[src/rtl/can_mode_pkg.sv]
package can_mode_pkg;
  typedef enum logic [1:0] {
    MODE_SLEEP  = 2'd0,
    MODE_INIT   = 2'd1,
    MODE_SYNC   = 2'd2,
    MODE_NORMAL = 2'd3
  } mode_e;
endpackage

[src/rtl/can_sleep_req_reg.sv]
module can_sleep_req_reg (
  input  logic clk,
  input  logic rst_n,
  input  logic wr_en,
  input  logic wr_val,
  input  logic wake_evt,
  output logic req
);
  // software write wins over the hardware wake clear
  always_ff @(posedge clk or negedge rst_n) begin
    if (!rst_n)        req <= 1'b1;
    else if (wr_en)    req <= wr_val;
    else if (wake_evt) req <= 1'b0;
  end
endmodule

[src/rtl/can_idle_counter.sv]
module can_idle_counter #(
  parameter int IDLE_BITS = 11
) (
  input  logic clk,
  input  logic rst_n,
  input  logic clear,
  input  logic tick,
  input  logic rx_bit,
  output logic done
);
  localparam int CNT_W = $clog2(IDLE_BITS + 1);
  localparam logic [CNT_W-1:0] LIMIT = CNT_W'(IDLE_BITS);

  logic [CNT_W-1:0] cnt;

  always_ff @(posedge clk or negedge rst_n) begin
    if (!rst_n)          cnt <= '0;
    else if (clear)      cnt <= '0;
    else if (tick) begin
      if (!rx_bit)       cnt <= '0;
      else if (cnt != LIMIT) cnt <= cnt + 1'b1;
    end
  end

  assign done = (cnt == LIMIT);
endmodule

[src/rtl/can_mode_fsm.sv]
module can_mode_fsm
  import can_mode_pkg::*;
(
  input  logic  clk,
  input  logic  rst_n,
  input  logic  init_req,
  input  logic  sleep_req,
  input  logic  frame_active,
  input  logic  idle_done,
  output mode_e mode,
  output logic  from_init
);
  mode_e mode_nx;
  logic  go_init, go_sleep;

  assign go_init  = init_req & ~frame_active;
  assign go_sleep = sleep_req & ~init_req & ~frame_active;

  always_comb begin
    mode_nx = mode;
    unique case (mode)
      MODE_SLEEP: begin
        if (go_init)                      mode_nx = MODE_INIT;
        else if (!sleep_req && !init_req) mode_nx = MODE_SYNC;
      end
      MODE_INIT: begin
        if (!init_req) begin
          if (go_sleep)        mode_nx = MODE_SLEEP;
          else if (!sleep_req) mode_nx = MODE_SYNC;
        end
      end
      MODE_SYNC: begin
        if (go_init)        mode_nx = MODE_INIT;
        else if (go_sleep)  mode_nx = MODE_SLEEP;
        else if (idle_done) mode_nx = MODE_NORMAL;
      end
      MODE_NORMAL: begin
        if (go_init)       mode_nx = MODE_INIT;
        else if (go_sleep) mode_nx = MODE_SLEEP;
      end
      default: mode_nx = MODE_SLEEP;
    endcase
  end

  always_ff @(posedge clk or negedge rst_n) begin
    if (!rst_n) begin
      mode      <= MODE_SLEEP;
      from_init <= 1'b0;
    end else begin
      mode <= mode_nx;
      if (mode_nx == MODE_SYNC && mode != MODE_SYNC)
        from_init <= (mode == MODE_INIT);
    end
  end
endmodule

[src/rtl/can_mode_seq.sv]
module can_mode_seq
  import can_mode_pkg::*;
#(
  parameter int IDLE_BITS = 11
) (
  input  logic clk,
  input  logic rst_n,
  input  logic sleep_wr_en,
  input  logic sleep_wr_val,
  input  logic init_req,
  input  logic rx_bit,
  input  logic bit_tick,
  input  logic sof_det,
  input  logic frame_active,
  input  logic auto_wake_en,
  output logic sleep_req,
  output logic sleep_ack,
  output logic init_ack,
  output logic busy,
  output logic bus_en
);
  mode_e mode;
  logic  from_init, idle_done, wake_evt;

  assign wake_evt = auto_wake_en & sof_det & (mode == MODE_SLEEP);

  can_sleep_req_reg u_req (
    .clk(clk), .rst_n(rst_n), .wr_en(sleep_wr_en), .wr_val(sleep_wr_val),
    .wake_evt(wake_evt), .req(sleep_req)
  );

  can_idle_counter #(.IDLE_BITS(IDLE_BITS)) u_idle (
    .clk(clk), .rst_n(rst_n), .clear(mode != MODE_SYNC), .tick(bit_tick),
    .rx_bit(rx_bit), .done(idle_done)
  );

  can_mode_fsm u_fsm (
    .clk(clk), .rst_n(rst_n), .init_req(init_req), .sleep_req(sleep_req),
    .frame_active(frame_active), .idle_done(idle_done), .mode(mode),
    .from_init(from_init)
  );

  assign sleep_ack = (mode == MODE_SLEEP);
  assign init_ack  = (mode == MODE_INIT) | ((mode == MODE_SYNC) & from_init);
  assign busy      = (mode == MODE_SYNC);
  assign bus_en    = (mode == MODE_NORMAL);
endmodule

[config.mk]
export PLATFORM = sky130hd
export DESIGN_NAME = can_mode_seq
export DESIGN_NICKNAME = d
export VERILOG_FILES = /design/src/rtl/can_mode_pkg.sv /design/src/rtl/can_sleep_req_reg.sv /design/src/rtl/can_idle_counter.sv /design/src/rtl/can_mode_fsm.sv /design/src/rtl/can_mode_seq.sv
export SDC_FILE = /design/constraint.sdc
export NUM_CORES = 1
export LEC_CHECK = 0
export BUFFER_PORTS_ARGS = -buffer_cell sky130_fd_sc_hd__buf_4
export CORE_AREA = 2 2 39 41
export CTS_BUF_LIST = sky130_fd_sc_hd__clkbuf_4
export DETAILED_ROUTE_END_ITERATION = 16
export DIE_AREA = 0 0 41 43
export GPL_TIMING_DRIVEN = 1
export PLACE_DENSITY_LB_ADDON = 0.25
export SLEW_MARGIN = 20
export SYNTH_ARGS = -nofsm -noshare
export SYNTH_HDL_FRONTEND = slang
export SYNTH_SLANG_ARGS = --single-unit
[constraint.sdc]
create_clock -name clk -period 3 [get_ports clk]
set_input_delay 0 -clock clk [delete_from_list [all_inputs] [get_ports clk]]
set_output_delay 0 -clock clk [all_outputs]
set_load 0.05 [all_outputs]
==> impl_metrics.env, run 1 <==
export IMPL_status="completed"
export IMPL_postCtsResizedCells=0
export IMPL_io_pins=15
export IMPL_min_period_ns=1.45
export IMPL_clockBufferDepth=2
export IMPL_initial_core_util=0.320
export IMPL_p_leak_nw=0.296
export IMPL_grt_pass1_vias=435
export IMPL_fin_nets=83
export IMPL_preCtsSetupSlack_ns=1.56
export IMPL_cts_tree="done"
export IMPL_antennaDiodeCount=0
export IMPL_drt_iter0_drc=9
export IMPL_viasPerCell=5.18
export IMPL_cts_sinks=8
export IMPL_slew_headroom=0.800
export IMPL_port_buffers=14
export IMPL_drv_cap=0
export IMPL_post_route_drc_count=0
export IMPL_dieWidth_um=41
export IMPL_worstSkewPairLatency_ns=0.25
export IMPL_synth_edf_count=0
export IMPL_postRouteAntennaNets=0
export IMPL_grt_pass1_wl_mm=1.72
export IMPL_die_area_um2=1760
export IMPL_worst_setup_path_end_kind="flip-flop"
export IMPL_placed_area_um2=568
export IMPL_start_kind="flip-flop"
export IMPL_antenna_found_initial=0
export IMPL_hpwl_um=778
export IMPL_fmax_mhz=692
export IMPL_syn_area_per_cell_um2=9.04
export IMPL_fin_hold_ws_ns=0.0536
export IMPL_clock_skew_ns=0.00149
export IMPL_routed_wl_mm=1.02
export IMPL_ir_drop_v=0.000280
export IMPL_routabilityCongestion=0.662
export IMPL_synthFlopType="dfrtp_1"
export IMPL_critPathKind="flip-flop to flip-flop"
export IMPL_hp_class="input pin to flip-flop"
export IMPL_cts_buffers_inserted=3
export IMPL_vias=451
export IMPL_setup_viol=0
export IMPL_area_growth_pct=44.1
export IMPL_die_h_um=43
export IMPL_synth_cell_area_um2=443
export IMPL_htreeDepth=1
export IMPL_fin_ws_ns=1.55
export IMPL_drive_gt1_frac=0.282
export IMPL_rsz0062_at_grt="no"
export IMPL_synth_fp_nets=60
export IMPL_power_total_uw=349
export IMPL_overflow=0
export IMPL_coreArea_um2=1380
export IMPL_async_reset_ff_frac=1.00
export IMPL_path_clk_slew_ns=0.06
export IMPL_cp_data_arrival_time_ns=1.62
export IMPL_synth_cell_types=23
export IMPL_cp_max_fo=5
export IMPL_design_area_um2=638
export IMPL_powerDensity_nw_per_um2=548
export IMPL_yosys_warnings=0
export IMPL_clk_root_buffer_cell="clkbuf_4"
export IMPL_fin_crit_sh=0.482
export IMPL_std_cell_rows=14
export IMPL_grt_max_degree=9
export IMPL_track_usage=0.146
export IMPL_synth_seq_area_share=0.455
export IMPL_detail_route_wl_per_cell_um=11.7
export IMPL_required_ns=3.18
export IMPL_syn_inst=49
export IMPL_hold_violations=0
export IMPL_max_slew_worst_pin_slew_ns=0.300
export IMPL_ys_seq_elements=8
export IMPL_first_pass_iters=4
export IMPL_postCtsSetupRepairBufs=0
export IMPL_slew_violations=0
export IMPL_fin_tns_setup_ns=0
[registers in the layout (all words and copies together) (netlist names)]
name             count
u_idle.cnt           4
u_fsm.mode           2
u_fsm.from_init      1
u_req.req            1
[where the power goes]
part / internal, mW / switching [mW] / total, mW
clock network: 0.0602 / 0.0409 / 0.101
registers: 0.121 / 0.0134 / 0.134
logic: 0.0425 / 0.0714 / 0.114
[what timing repair did]
action | 4_1_cts | 5_1_grt
endpoints found under the hold margin | 10 | 0
hold buffers | 4 | 0
endpoints found under the setup margin | 0 | 0
[per-layer routing]
layer | part of all wire | track usage | wire length [um] | up-vias
met2 | 0.49 | 0.234 | 505 | 20
li1 | - | - | - | 224
met1 | 0.43 | 0.158 | 439 | 207
met3 | 0.075 | 0.0471 | 77 | 0
met4 | 0 | 0.0800 | 0 | 0
met5 | 0 | 0 | 0 | -
[worst max-delay path, cell delays in order (launching register included)]
cell     delay [ns]
dfrtp_1        0.41
ha_1           0.24
and3b_1        0.21
or3_1          0.34
a31oi_1        0.17
[path summary, 6_finish.rpt]
path	slack, ns	cells after the start	endpoint	from
worst max-delay path	1.55	4	u_idle.cnt[0]	u_idle.cnt[0]
worst min-delay path	0.05	3	u_fsm.mode[1]	frame_active
worst max register to register	1.55	4	u_idle.cnt[0]	u_idle.cnt[0]
worst min register to register	0.53	1	u_fsm.from_init	u_fsm.from_init
max in group asynchronous	2.69	2	u_req.req	rst_n
min in group asynchronous	0.10	2	u_idle.cnt[0]	rst_n
[cell usage after synthesis, drive strengths merged, types with 2 or more instances]
master	count	area [um2]
dfrtp	7	175
nand2	5	18.8
inv	4	15.0
nand2b	4	25.0
nand3	4	20.0
a31oi	3	18.8
nor2	3	11.3
o21ai	2	10.0
o22ai	2	12.5
or3	2	12.5
[layout make-up]
cell class | count | area, um2
timing repair buffer | 18 | 145
multi-input combinational | 37 | 226
fill | 147 | 746
clock buffer | 4 | 30.0
sequential | 8 | 201
tap | 16 | 20.0
inverter | 4 | 15.0
[kinds of logic (layout without fill, tap and decap cells)]
kind of cell	count (synthesis)	in the layout	share of synthesized area
compound gates	12	12	0.178
fa+ha+maj	1	1	0.0282
buf+inv	4	26	0.0339
flops	8	8	0.455
mux	1	1	0.0254
simple gates	23	23	0.280
[placed cells by master, fill, tap and decap left out, drive strengths merged]
| cell type | netlist | routed |
|---|---|---|
| mux2 | 1 | 1 |
| buf | 0 | 14 |
| nand2 | 5 | 5 |
| dfstp | 1 | 1 |
| o21ai | 2 | 2 |
| clkbuf | 0 | 4 |
| inv | 4 | 4 |
| nand3 | 4 | 4 |
| nand3b | 1 | 1 |
| a21oi | 1 | 1 |
| dfrtp | 7 | 7 |
| ha | 1 | 1 |
| nor4b | 1 | 1 |
| nand2b | 4 | 4 |
| o22ai | 2 | 2 |
| o31ai | 1 | 1 |
| a31oi | 3 | 3 |
| dlygate4sd3 | 0 | 4 |
| a222oi | 1 | 1 |
| nand4 | 1 | 1 |
| a21boi | 1 | 1 |
| nor2 | 3 | 3 |
| o21a | 1 | 1 |
| nor3 | 1 | 1 |
| and3b | 1 | 1 |
| or3 | 2 | 2 |
[metrics by stage]
step                 util  cells
detailed placement  0.410     79
floorplan               -     49
global route        0.461     87
finish              0.461     87
CTS                 0.461     87
global placement    0.410     79
Note: power is estimated with default switching activity, not from simulation.
==> run 2: changes to the inputs <==
clock period = 1.37 ns   (was 3 ns; I/O delays follow)
==> impl_metrics.env, run 2 (synthesis results as in run 1) <==
export IMPL_status="completed"
export IMPL_htreeDepth=1
export IMPL_hold_violations=0
export IMPL_fmax_mhz=778
export IMPL_ir_drop_v=0.000695
export IMPL_rsz0062_at_grt="no"
export IMPL_clk_root_buffer_cell="clkbuf_4"
export IMPL_worstSkewPairLatency_ns=0.26
export IMPL_required_ns=1.56
export IMPL_placedCellCount=82
export IMPL_std_cell_rows=14
export IMPL_cp_data_arrival_time_ns=1.47
export IMPL_die_area_um2=1760
export IMPL_slew_headroom=0.837
export IMPL_setup_viol=0
export IMPL_min_delay_start="rx_bit"
export IMPL_fin_nets=88
export IMPL_max_slew_worst_pin_slew_ns=0.241
export IMPL_area_growth_pct=55.6
export IMPL_io_pins=15
export IMPL_viasPerCell=5.10
export IMPL_grt_max_degree=9
export IMPL_crit_end="u_idle.cnt[0]"
export IMPL_grt_pass1_vias=465
export IMPL_die_h_um=43
export IMPL_r2r_cells=4
export IMPL_reg_top3="u_idle.cnt x4, u_fsm.mode x2"
export IMPL_regMostFlops="u_idle.cnt"
export IMPL_hpwl_um=759
export IMPL_cts_sinks=8
export IMPL_cp_startpoint="u_idle.cnt[0]"
export IMPL_largest_reg_flops=4
export IMPL_initial_core_util=0.320
export IMPL_routed_wl_mm=1.08
export IMPL_clockBufferDepth=2
export IMPL_routabilityCongestion=0.707
export IMPL_fin_tns_setup_ns=0
export IMPL_start_kind="flip-flop"
export IMPL_cts_tree="done"
export IMPL_ff2ff_setup_slack_ns=0.08
export IMPL_fillers=141
export IMPL_power_total_uw=788
export IMPL_drv_cap=0
export IMPL_powerDensity_nw_per_um2=1140
export IMPL_fin_crit_sh=0.939
export IMPL_port_buffers=14
export IMPL_critPathKind="flip-flop to flip-flop"
export IMPL_drt_iter0_drc=10
export IMPL_grt_pass1_wl_mm=1.77
export IMPL_vias=469
export IMPL_rr_startpoint="u_idle.cnt[0]"
export IMPL_hp_class="input pin to flip-flop"
export IMPL_fin_cells=92
export IMPL_post_route_drc_count=0
export IMPL_cts_buffers_inserted=3
export IMPL_postRouteAntennaNets=0
export IMPL_first_pass_iters=4
export IMPL_min_period_ns=1.29
export IMPL_p_leak_nw=0.321
export IMPL_layout_commonest_cell="buf_4"
export IMPL_r2r_end="u_idle.cnt[0]"
export IMPL_clock_skew_ns=0.0127
export IMPL_detail_route_wl_per_cell_um=11.8
export IMPL_antennaDiodeCount=0
export IMPL_coreArea_um2=1380
export IMPL_cp_max_fo=2
export IMPL_antenna_found_initial=0
export IMPL_path_clk_slew_ns=0.06
export IMPL_overflow=0
export IMPL_track_usage=0.151
export IMPL_dieWidth_um=41
export IMPL_slew_violations=0
export IMPL_drive_gt1_frac=0.382
export IMPL_worst_setup_path_end_kind="flip-flop"
export IMPL_final_cell_mix="buf_4 (18), dfrtp_1 (6)"
-- run 2: area by class of cell --
cell class	count	area (um2)	area share
Sequential cell	8	203	0.294
Multi-Input combinational cell	37	235	0.341
Clock buffer	4	30.0	0.0436
Inverter	4	15.0	0.0218
Tap cell	16	20.0	0.0290
Timing Repair Buffer	23	186	0.270
-- run 2: worst min path at each step --
stage	to	slack [ns]	cells past startpoint
after CTS	u_fsm.mode[1]	0.04	3
after floorplan	u_fsm.from_init	-0.30	0
after global routing	u_idle.cnt[0]	0.06	3
after global placement	u_idle.cnt[3]	-0.17	1
after detailed placement	u_idle.cnt[0]	-0.17	1
final	u_idle.cnt[0]	0.05	3
-- run 2: where the power goes --
part / total [mW] / switching [mW] / leakage (nW) / internal (mW)
Sequential: 0.289 / 0.0227 / 0.102 / 0.266
Combinational: 0.280 / 0.169 / 0.201 / 0.111
Clock: 0.219 / 0.0874 / 0.0184 / 0.132
Total: 0.788 / 0.279 / 0.321 / 0.508
-- run 2: critical path: stages (launching register included) --
cell	delay, ns
dfrtp_1	0.39
ha_2	0.18
and3b_1	0.18
or3_1	0.34
a31oi_1	0.13
-- run 2: per-layer routing --
metal | wire, um | vias up | global-route usage
li1 | - | 235 | -
met1 | 465 | 217 | 0.171
met2 | 540 | 15 | 0.238
met3 | 64 | 2 | 0.0314
met4 | 11 | 0 | 0.100
met5 | 0 | - | 0
-- run 2: what timing repair did --
| action | 4_1_cts | 5_1_grt |
|---|---|---|
| endpoints found under the hold margin | 10 | 0 |
| setup buffers | 2 | 0 |
| hold buffers | 4 | 0 |
| endpoints found under the setup margin | 2 | 2 |
| gates resized for setup | 1 | 3 |
| pin swaps | 0 | 2 |
-- run 2: metrics by stage --
stage	utilization	hold slack, ns	worst slack, ns	area (um2)
floorplan	-	-0.296	0.00212	447
global placement	0.429	-0.173	0.0286	594
detailed placement	0.429	-0.174	0.0139	594
CTS	0.494	0.0367	0.0198	683
global route	0.498	0.0583	0.00443	689
finish	0.498	0.0503	0.0841	689
